--- src/rtl/iowin_pkg.sv ---
package iowin_pkg;
   typedef enum logic {
      SEL_LOWER = 1'b0,
      SEL_UPPER = 1'b1
   } iowin_sel_e;

   typedef enum logic {
      DIR_FROM_SEC = 1'b0,
      DIR_TO_SEC   = 1'b1
   } iowin_dir_e;
endpackage

--- src/rtl/iowin_bound.sv ---
module iowin_bound #(
   parameter int  HI_W     = 4,
   parameter int  FINE_W   = 2,
   parameter int  CAP_W    = 2,
   parameter bit  IS_UPPER = 1'b0,
   localparam int CFG_W    = HI_W + FINE_W + CAP_W
) (
   input  logic              clk,
   input  logic              rst_n,
   input  logic              wr_en,
   input  logic              fine_en,
   input  logic [CFG_W-1:0]  wdata,
   output logic [CFG_W-1:0]  rdata,
   output logic [HI_W-1:0]   coarse,
   output logic [FINE_W-1:0] fine_eff
);
   logic [HI_W-1:0]   hi_q;
   logic [FINE_W-1:0] fine_q;
   logic [FINE_W-1:0] fill;

   always_ff @(posedge clk or negedge rst_n) begin
      if (!rst_n) begin
         hi_q   <= '0;
         fine_q <= '0;
      end else if (wr_en) begin
         hi_q <= wdata[CFG_W-1 -: HI_W];
         if (fine_en) fine_q <= wdata[CAP_W +: FINE_W];
      end
   end

   generate
      if (IS_UPPER) begin : g_upper
         assign fill = '1;
      end else begin : g_lower
         assign fill = '0;
      end
   endgenerate

   assign coarse   = hi_q;
   assign fine_eff = fine_en ? fine_q : fill;
   assign rdata    = {hi_q, (fine_en ? fine_q : {FINE_W{1'b0}}), {CAP_W{1'b0}}};

   // fine field locked while granularity is coarse
   a_r4_fine_locked: assert property (@(posedge clk) disable iff (!rst_n)
      (wr_en && !fine_en) |=> $stable(fine_q));

   // coarse field always takes the written byte
   a_r2_coarse_written: assert property (@(posedge clk) disable iff (!rst_n)
      wr_en |=> (hi_q == $past(wdata[CFG_W-1 -: HI_W])));
endmodule

--- src/rtl/iowin_cmp.sv ---
module iowin_cmp #(
   parameter int  ADDR_W = 16,
   parameter int  HI_W   = 4,
   parameter int  FINE_W = 2,
   localparam int LOW_W  = ADDR_W - HI_W - FINE_W
) (
   input  logic [HI_W-1:0]   lo_coarse,
   input  logic [FINE_W-1:0] lo_fine,
   input  logic [HI_W-1:0]   up_coarse,
   input  logic [FINE_W-1:0] up_fine,
   input  logic [ADDR_W-1:0] addr,
   output logic              hit
);
   logic [ADDR_W-1:0] lo_addr;
   logic [ADDR_W-1:0] up_addr;

   assign lo_addr = {lo_coarse, lo_fine, {LOW_W{1'b0}}};
   assign up_addr = {up_coarse, up_fine, {LOW_W{1'b1}}};
   assign hit     = (addr >= lo_addr) && (addr <= up_addr);
endmodule

--- src/rtl/iowin_decoder.sv ---
module iowin_decoder
   import iowin_pkg::*;
#(
   parameter int  ADDR_W = 16,
   parameter int  HI_W   = 4,
   parameter int  FINE_W = 2,
   parameter int  CAP_W  = 2,
   localparam int CFG_W  = HI_W + FINE_W + CAP_W
) (
   input  logic              clk,
   input  logic              rst_n,
   input  logic              fine_en,
   input  logic              io_en,
   input  logic              cfg_we,
   input  logic              cfg_sel,
   input  logic [CFG_W-1:0]  cfg_wdata,
   output logic [CFG_W-1:0]  cfg_rdata,
   input  logic              req_valid,
   input  logic [ADDR_W-1:0] req_addr,
   input  logic              req_dir,
   output logic              rsp_valid,
   output logic              rsp_fwd,
   output logic              rsp_mabort
);
   generate
      if (HI_W + FINE_W >= ADDR_W) begin : g_bad_split
         $error("iowin_decoder: bound fields must leave low address bits");
      end
      if (HI_W < 1 || FINE_W < 1 || CAP_W < 0) begin : g_bad_field
         $error("iowin_decoder: illegal field widths");
      end
   endgenerate

   logic [CFG_W-1:0]  rd_w     [2];
   logic [HI_W-1:0]   coarse_w [2];
   logic [FINE_W-1:0] fine_w   [2];
   logic              hit;

   for (genvar gi = 0; gi < 2; gi++) begin : g_bound
      iowin_bound #(
         .HI_W    (HI_W),
         .FINE_W  (FINE_W),
         .CAP_W   (CAP_W),
         .IS_UPPER(gi == 1)
      ) u_bound (
         .clk     (clk),
         .rst_n   (rst_n),
         .wr_en   (cfg_we && (cfg_sel == 1'(gi))),
         .fine_en (fine_en),
         .wdata   (cfg_wdata),
         .rdata   (rd_w[gi]),
         .coarse  (coarse_w[gi]),
         .fine_eff(fine_w[gi])
      );
   end

   assign cfg_rdata = rd_w[cfg_sel];

   iowin_cmp #(
      .ADDR_W(ADDR_W),
      .HI_W  (HI_W),
      .FINE_W(FINE_W)
   ) u_cmp (
      .lo_coarse(coarse_w[SEL_LOWER]),
      .lo_fine  (fine_w[SEL_LOWER]),
      .up_coarse(coarse_w[SEL_UPPER]),
      .up_fine  (fine_w[SEL_UPPER]),
      .addr     (req_addr),
      .hit      (hit)
   );

   always_ff @(posedge clk or negedge rst_n) begin
      if (!rst_n) begin
         rsp_valid  <= 1'b0;
         rsp_fwd    <= 1'b0;
         rsp_mabort <= 1'b0;
      end else begin
         rsp_valid  <= req_valid;
         rsp_fwd    <= req_valid && (req_dir == DIR_TO_SEC) && hit && io_en;
         rsp_mabort <= req_valid && (req_dir == DIR_FROM_SEC) && !hit;
      end
   end

   // one result per accepted request, one cycle later
   a_r8_result_follows: assert property (@(posedge clk) disable iff (!rst_n)
      req_valid |=> rsp_valid);
   a_r8_idle_quiet: assert property (@(posedge clk) disable iff (!rst_n)
      !req_valid |=> !(rsp_valid || rsp_fwd || rsp_mabort));
   // no forwarding while I/O decode is off
   a_r6_needs_enable: assert property (@(posedge clk) disable iff (!rst_n)
      (req_valid && !io_en) |=> !rsp_fwd);
   // downstream requests never abort
   a_r6_down_no_abort: assert property (@(posedge clk) disable iff (!rst_n)
      (req_valid && req_dir) |=> !rsp_mabort);
   // requests from the secondary side are never forwarded
   a_r7_up_no_fwd: assert property (@(posedge clk) disable iff (!rst_n)
      (req_valid && !req_dir) |=> !rsp_fwd);
   // the two verdicts are exclusive
   a_r7_exclusive: assert property (@(posedge clk) disable iff (!rst_n)
      !(rsp_fwd && rsp_mabort));
endmodule

--- config.mk ---
export PLATFORM = sky130hd
export DESIGN_NAME = iowin_decoder
export DESIGN_NICKNAME = d
export VERILOG_FILES = /design/src/rtl/iowin_pkg.sv /design/src/rtl/iowin_bound.sv /design/src/rtl/iowin_cmp.sv /design/src/rtl/iowin_decoder.sv
export SDC_FILE = /design/constraint.sdc
export NUM_CORES = 1
export LEC_CHECK = 0
export ABC_AREA = 1
export ABC_CLOCK_PERIOD_IN_PS = 2250
export BUFFER_PORTS_ARGS = -buffer_cell sky130_fd_sc_hd__buf_4
export CAP_MARGIN = 20
export CORE_ASPECT_RATIO = 1.2
export CORE_MARGIN = 4
export CORE_UTILIZATION = 45
export DETAILED_ROUTE_END_ITERATION = 16
export PLACE_DENSITY = 0.72
export SYNTH_ARGS = -nofsm -noshare
export SYNTH_HDL_FRONTEND = slang
export SYNTH_HIERARCHICAL = 1
export SYNTH_SLANG_ARGS = --single-unit
--- constraint.sdc ---
create_clock -name clk -period 2.25 [get_ports clk]
set_clock_uncertainty 0.05 [all_clocks]
set_input_delay 0.5625 -clock clk [delete_from_list [all_inputs] [get_ports clk]]
set_output_delay 0.5625 -clock clk [all_outputs]
set_load 0.005 [all_outputs]
Word level (Yosys, flattened, before mapping)
Index checks and enable logic that the tools add are counted.
- bits in registers: 15
- bits in latches: 0
- memory bits (writable): 0
- ROM bits: 0
- input port bits: 32
- output and inout bits: 11
- memories: 0
- $add $sub $neg: 0
- $mul: 0
- div/mod/pow operators: 0
- $lt $le $gt $ge: 3
- equality and inequality tests: 0
- shift operators: 0
- mux-type cells: 6
- bitwise operators: 3
- reduce and logical (&&, ||, !) cells: 11
- operator list (kind ; count):
    8-bit two-way mux ; 3
    16-bit >= comparator ; 1
    16-bit less-or-equal comparator ; 1
    1-bit logical AND ; 8
    2-bit two-way mux ; 3
    2-bit AND reduction ; 2
    2-bit >= comparator, second input constant ; 1
    1-bit inverter ; 2
    1-bit inverter with 2-bit output ; 1
    1-bit logical NOT ; 1

Longest topological paths before layout
Gate-level depths: netlist of run 1.
- depth after elaboration: 5
- depth in mapped cells: 14
- depth with buffers taken out: 14

Hierarchy
The synthesis of run 1 kept the hierarchy.
- by module, submodules not included (module ; instances ; cells an instance ; area each (µm²) ; sequential area each (µm²)):
    iowin_cmp ; 1 ; 89 ; 462.9 ; 0.0
    iowin_bound at g_bound[0].u_bound ; 1 ; 39 ; 319.1 ; 150.1
    iowin_bound at g_bound[1].u_bound ; 1 ; 41 ; 319.1 ; 150.1
    iowin_decoder ; 1 ; 39 ; 214.0 ; 75.1

Worst setup path after synthesis of run 1
OpenSTA, ideal clock, no wires.
- kind: input -> register
- from: in fine_en
- to: reg rsp_fwd
- arrival: 1.424 ns
- setup slack: 0.661 ns
- stages on the path: 14
- buffers on the path: 0
- cells stage by stage: nand2_1 -> inv_1 -> inv_1 -> ha_1 -> nand2_1 -> nand2_1 -> nand2_1 -> inv_1 -> nor2_1 -> nand2_1 -> nand2_1 -> inv_1 -> nand2_1 -> nor2_1
- RTL lines (what ; line ; RTL):
    start, declared ; iowin_decoder.sv:12 ; input logic fine_en,
    end signal, assigned ; iowin_decoder.sv:79 ; rsp_fwd <= req_valid && (req_dir == DIR_TO_SEC) && hit && io_en;
    end, declared ; iowin_decoder.sv:22 ; output logic rsp_fwd,

Final worst setup path of run 1
- from: in cfg_sel
- to: out cfg_rdata[7]
- cells in the longest elaborated chain, start to end: 4
- RTL lines (what ; line ; RTL):
    start, declared ; iowin_decoder.sv:15 ; input logic cfg_sel,
    1-bit inverter with 2-bit output (implied by the code) ; iowin_decoder.sv:57 ; assign cfg_rdata = rd_w[cfg_sel];
    8-bit two-way mux (implied by the code) (3 in series) ; iowin_decoder.sv:57 ;
    end, declared ; iowin_decoder.sv:17 ; output logic [CFG_W-1:0] cfg_rdata,
Every way passes these cells. The select of a mux whose other input is x is not followed.

==> results of run 1 <==
-- stage by stage --
step	hold WS, ns	worst slack (ns)	cells
5_1_grt	0.0656	0.391	270
2_1_floorplan	0.217	0.661	210
6_report	0.0662	0.459	270
4_1_cts	0.0666	0.447	270
3_3_place_gp	0.375	0.347	266
3_5_place_dp	0.373	0.347	266
-- layout make-up --
class                           count  share of cell area (%)
Clock buffer                        3                    1.45
Clock inverter                      1                   0.323
Inverter                           45                    10.9
Multi-Input combinational cell    133                    41.5
Sequential cell                    15                    24.2
Tap cell                           34                    2.74
Timing Repair Buffer               39                    18.9
-- cell usage after synthesis --
cell type | instances | area, um^2
nand2_2 | 1 | 6.26
dfrtp_1 | 15 | 375
ha_1 | 12 | 150
inv_1 | 42 | 158
buf_6 | 2 | 22.5
nand3_2 | 1 | 10.0
nand2_1 | 84 | 315
nor2_4 | 1 | 11.3
inv_2 | 3 | 11.3
nand4_1 | 2 | 12.5
a21oi_1 | 2 | 10.0
nor2_1 | 14 | 52.6
conb_1 | 2 | 7.51
buf_4 | 15 | 113
o21ai_1 | 8 | 40.0
nand3_1 | 4 | 20.0
-- layer usage --
metal,vias to the layer above,share of wire [%],routed length (um)
li1,650,-,-
met1,475,44,1060
met2,25,49,1190
met3,0,6.2,148
met4,0,0,0
met5,-,0,0
-- flip-flops by register name, indices dropped and copies added (netlist names) --
name                    flops
rsp_mabort                  1
rsp_fwd                     1
rsp_valid                   1
g_bound.u_bound/fine_q      4
g_bound.u_bound/coarse      8
-- worst min-delay path by stage --
stage | endpoint | depth (start not counted) | from
after floorplan | g_bound[0].u_bound/coarse[0]$_DFFE_PN0P_ | 0 | rst_n
after global placement | g_bound[1].u_bound/fine_q[1]$_DFFE_PN0P_ | 1 | rst_n
after detailed placement | g_bound[1].u_bound/fine_q[1]$_DFFE_PN0P_ | 1 | rst_n
after CTS | g_bound[0].u_bound/fine_q[1]$_DFFE_PN0P_ | 1 | rst_n
after global routing | g_bound[0].u_bound/fine_q[1]$_DFFE_PN0P_ | 1 | rst_n
final | g_bound[0].u_bound/fine_q[1]$_DFFE_PN0P_ | 1 | rst_n
-- worst max-delay path: stages --
cell and delay, ns:
buf_4 0.15, inv_1 0.21, nand2_1 0.08, nand2_1 0.07
buf_4 0.10
-- cell families (layout without fill, tap and decap cells) --
kind of cell / after synthesis / count (layout) / synth area share (%)
AOI/OAI and AO/OA: 10 / 10 / 3.81
adders and majority gates: 12 / 12 / 11.4
buffers and inverters: 62 / 88 / 23.1
DFF: 15 / 15 / 28.5
other: 2 / 4 / 0.571
and+or+nand+nor: 107 / 107 / 32.5
-- power by group --
part / leakage (nW) / switching (mW) / total [mW] / internal, mW
Sequential: 0.187 / 0.0221 / 0.325 / 0.303
Combinational: 0.790 / 0.142 / 0.268 / 0.127
Clock: 0.0177 / 0.0802 / 0.146 / 0.0659
==> results.md, run 1 <==
* Outcome: completed
* Design Power at 739 uW
* Placed inst area at 1520 um^2
* Placed wire-length estimate at 2050 um
* Layout area overhead at 17.9%
* DRT iter0 DRCs at 34
* Clk slew on worst S/H paths at 0.09 ns
* Crit path required time at 1.64 ns
* # IOs at 43
* Critical path class: in2out
* Total grt overflow at 0
* Clk root buf: clkbuf_4
* Final Hold Viols at 0
* Share of cells above drive strength 1 at 20.8%
* Port Buffers at 38
* Final setup violation count at 0
* Worst-path maximum fanout at 11
* FMAX at 558 MHz
* TNS Setup at 0 ns
* Fin nets at 281
* Clock network latency to the later pin of the worst-skew pair at 0.28 ns
* Wire length per cell at 8.87 um
* Leakage at 0.995 nW
* Peak VDD IR at 0.554 mV
* Crit path DAT at 1.18 ns
* Slew Viols, Final at 0
* Mapped cell area at 1320 um^2
* Grt peak-use layer: met2
* Pin count of the biggest net entering global routing at 16
* Worst Hold Class: in2async
* CP Capture Point: cfg_rdata[7]
* Die area at 3850 um^2
* Flop and latch count out of synthesis at 15
* Reg2Reg Setup Slack at 0.71 ns
* CTS resizes at 0
* Power Density at 477 nW/um^2
* Worst Setup SP: cfg_sel
* Mapped Cells at 208
* Cells on worst reg2reg path at 14
* Initial antenna violation count at 0
* FF/Latch Area at 375 um^2
* Final Cell Area at 1550 um^2
* Placer Congestion at 0.798
* CTS H-tree lvls at 1
* Util after Layout at 55.7%
* Filler cells at 291
* Post-CTS Setup Bufs at 0
* Final WL at 2400 um
* Most common cell after layout, fill and taps aside: nand2_1
* GR Util met3 at 4.21%
* # diodes at 0
* Synth Warn # at 6
* Reg2Reg Capture Point: rsp_fwd$_DFF_PN0_
* ANT nets after route at 0
* Met2 GRT Util at 24.6%
* Core Region at 2790 um^2
* Site Rows at 21
* Die H at 67.2 um
* Most frequent cells in the layout: nand2_1 (84), inv_1 (42), buf_4 (39), dfrtp_1 (15), nor2_1 (14)
* Cell variety after synth at 16
* Vias per cell at 4.26
* Overall Global Routing Usage at 12.9%
* Minimum clock period at 1.79 ns
* Hold buffers post-CTS at 0
* Number of global-route vias before repair at 1036
* CTS tree: built
* CTS max path bufs at 2
* Area of the multi-input gates at 643 um^2
* GRT met1 Usage at 14.9%
* Post-synthesis sequential area ratio at 28.5%
* Number of CTS-inserted buffers at 3
* Max-Cap Viols at 0
* Starting density of the core at 47.2%
* Final period utilization at 79.6%
* Drt drc at 0
* Via count at 1150
* Reg-to-Reg Start: g_bound[0].u_bound/fine_q[1]$_DFFE_PN0P_
* Die W at 57.3 um
* CP endpoint kind: primary output
* First-pass GRT wire length at 4000 um
* Mapped Avg Cell Area at 6.32 um^2
* Initial DRT Pass Iterations at 4
* Unrepaired setup endpoints after global routing: false
* Critical path launch point type: input pin
* Clock sink total at 15
Note: power is estimated with default switching activity, not from simulation.
==> run 2: changes to the inputs <==
--- a/config.mk
+++ b/config.mk
@@ -6,7 +6,7 @@
 export NUM_CORES = 1
 export LEC_CHECK = 0
 export ABC_AREA = 1
-export ABC_CLOCK_PERIOD_IN_PS = 2250
+export ABC_CLOCK_PERIOD_IN_PS = 1700
 export BUFFER_PORTS_ARGS = -buffer_cell sky130_fd_sc_hd__buf_4
 export CAP_MARGIN = 20
 export CORE_ASPECT_RATIO = 1.2
==> constraint.sdc (replaced) <==
create_clock -name clk -period 1.7 [get_ports clk]
set_clock_uncertainty 0.05 [all_clocks]
set_input_delay 0.425 -clock clk [delete_from_list [all_inputs] [get_ports clk]]
set_output_delay 0.425 -clock clk [all_outputs]
set_load 0.005 [all_outputs]
==> results.md, run 2 (synthesized netlist as in run 1, its figures left out) <==
* Outcome: completed (unchanged)
* Die W at 57.3 um (unchanged)
* Number of global-route vias before repair at 1047 (was 1036)
* Sw Share at 33.8% (was 33.0%)
* Final period utilization at 95.8%
* Reg-to-Reg Start: g_bound[1].u_bound/fine_q[1]$_DFFE_PN0P_ (was g_bound[0].u_bound/fine_q[1]$_DFFE_PN0P_)
* Internal power at 675 uW (was 495 uW)
* Placer Congestion at 0.745 (was 0.798)
* Logic pwr share at 37.7% (was 36.3%)
* Via count at 1164 (was 1150)
* Crit path DAT at 1.15 ns (was 1.18 ns)
* Fin nets at 286 (was 281)
* Bufs and invs on worst path at 3 (unchanged)
* Final Cell Area at 1620 um^2 (was 1550 um^2)
* DRT iter0 DRCs at 22 (was 34)
* Worst Hold Class: in2reg (was in2async)
* Placed wire-length estimate at 2110 um (was 2050 um)
* Leakage at 1.02 nW (was 0.995 nW)
* Power Density at 631 nW/um^2 (was 477 nW/um^2)
* Overall Global Routing Usage at 14.1% (was 12.9%)
* Slowest cell on crit path: dfrtp_1 (was inv_1)
* Share of cells above drive strength 1 at 23.7% (was 20.8%)
* Initial antenna violation count at 0 (unchanged)
* # diodes at 0 (unchanged)
* Crit-path leading delay family: flip-flops (was buffers and inverters)
* Critical-path cell list: buf_4 > nand2_1 > inv_1 > nand2_1 > nand2_1 > buf_4 (was buf_4 > inv_1 > nand2_1 > nand2_1 > buf_4)
* Number of CTS-inserted buffers at 3 (unchanged)
* Post-Place Cells at 268 (was 266)
* Final setup violation count at 0 (unchanged)
* First-pass GRT wire length at 4190 um (was 4000 um)
* Most frequent cells in the layout: nand2_1 (84), buf_4 (43), inv_1 (40), dfrtp_1 (15), nor2_1 (14) (was nand2_1 (84), inv_1 (42), buf_4 (39), dfrtp_1 (15), nor2_1 (14))
* CP endpoint kind: primary output (unchanged)
* Sw power at 344 uW (was 244 uW)
* Clock power frac at 20.0% (was 19.8%)
* Worst Setup SP: g_bound[1].u_bound/fine_q[1]$_DFFE_PN0P_ (was cfg_sel)
* Slew Viols, Final at 0 (unchanged)
* TNS Setup at 0 ns (unchanged)
* Critical path launch point type: flip-flop (was input pin)
* Clk root buf: clkbuf_4 (unchanged)
* Clk slew on worst S/H paths at 0.09 ns (about the same)
* ANT nets after route at 0 (unchanged)
* Critical path class: reg2out (was in2out)
* CTS H-tree lvls at 1 (unchanged)
* Port Buffers at 38 (unchanged)
* Placed inst area at 1540 um^2 (was 1520 um^2)
* Worst-path maximum fanout at 2 (was 11)
* # IOs at 43 (unchanged)
* Die area at 3850 um^2 (unchanged)
* Vias per cell at 4.23 (was 4.26)
* Drt drc at 0 (unchanged)
* Place WS at -0.0444 ns (was 0.347 ns)
* Worst path max stage delay at 0.40 ns (was 0.21 ns)
* Max reg flops at 8 (unchanged)
* Core Region at 2790 um^2 (unchanged)
* Fin Hold WS at 0.215 ns (was 0.0662 ns)
* Seq pwr share at 42.2% (was 43.9%)
* FMAX at 614 MHz
* CTS max path bufs at 2 (unchanged)
* Pin count of the biggest net entering global routing at 16 (unchanged)
* Starting density of the core at 47.2% (unchanged)
* Max-Cap Viols at 0 (unchanged)
* Initial DRT Pass Iterations at 4 (unchanged)
* Final Hold Viols at 0 (unchanged)
* Layout Cells excl Fill at 275 (was 270)
* Minimum clock period at 1.63 ns
* Final WL at 2550 um (was 2400 um)
* Total grt overflow at 0 (unchanged)
* Filler cells at 283 (was 291)
* Crit path required time at 1.22 ns (was 1.64 ns)
* Wire length per cell at 9.29 um (was 8.87 um)
* Most common cell after layout, fill and taps aside: nand2_1 (unchanged)
* Most frequent CP cell: nand2_1
* Worst Slack Setup Final at 0.0717 ns (was 0.459 ns)
* Clock network latency to the later pin of the worst-skew pair at 0.29 ns (was 0.28 ns)
* Clock sink total at 15 (unchanged)
* Site Rows at 21 (unchanged)
* Layout area overhead at 22.8% (was 17.9%)
* Min-Delay Startpoint: req_valid
* Peak VDD IR at 0.630 mV (was 0.554 mV)
* CTS tree: built (unchanged)
* Die H at 67.2 um (unchanged)
run 2: changes by cell type in the layout (fill, tap and decap cells not counted), sizes merged:
cell	change
dlygate4sd3	+1
buf	+4
run 2: repair_timing:
| item | 4_1_cts | 5_1_grt |
|---|---|---|
| setup buffers | 0 | 2 |
| gates resized for setup | 0 | 4 |
| hold buffers | 1 | 0 |
| hold endpoints to repair | 15 | 0 |
| setup endpoints to repair | 0 | 2 |
run 2: stage by stage:
stage | power [mW] | util [%]
2_1_floorplan | 0.695 | -
3_3_place_gp | 0.794 | 55.2
3_5_place_dp | 0.802 | 55.2
4_1_cts | 1.01 | 56.6
5_1_grt | 1.12 | 58.0
6_report | 1.02 | 58.0
run 2: power groups by stage:
stage	Sequential, mW	Combinational (mW)	Clock [mW]
global route	0.436	0.451	0.229
CTS	0.432	0.366	0.209
detailed placement	0.438	0.364	0
global placement	0.438	0.356	0
floorplan	0.431	0.264	0
finish	0.430	0.384	0.204
run 2: worst register-to-register path: stages, from the launching register on:
cell	delay, ns
dfrtp_1	0.38
inv_1	0.04
nand2_1	0.06
inv_1	0.06
ha_4	0.26
nand2_1	0.05
inv_1	0.04
nand2_1	0.05
nor2_1	0.08
nand2_1	0.05
nand2_1	0.05
nand2_1	0.06
inv_2	0.06
nand2_1	0.05
nor2_1	0.10
run 2: worst paths after layout:
check	end	slack [ns]	cells after the start
worst max-delay path	cfg_rdata[3]	0.07	6
min in group asynchronous	g_bound[0].u_bound/coarse[3]$_DFFE_PN0P_	0.46	2
worst min-delay path	rsp_valid$_DFF_PN0_	0.21	1
worst min register to register	g_bound[0].u_bound/fine_q[1]$_DFFE_PN0P_	0.43	2
worst max register to register	rsp_fwd$_DFF_PN0_	0.19	14
max in group asynchronous	g_bound[0].u_bound/fine_q[1]$_DFFE_PN0P_	0.96	2
run 2: area by class of cell:
cell class	count	area, um^2	share of cell area (%)
well taps	34	42.5	2.63
multi-input cells	133	668	41.4
inverters	45	169	10.5
clock buffers	3	22.5	1.39
clock inverters	1	5.00	0.310
flip-flops and latches	15	375	23.2
repair buffers	44	333	20.6
run 2: per-layer routing:
metal / GRT usage (%) / routed length [um] / up-vias
met3: 5.16 / 152 / 2
met2: 26.3 / 1320 / 22
met4: 2.61 / 10 / 0
li1: - / - / 654
met1: 15.3 / 1070 / 486
met5: 0 / 0 / -
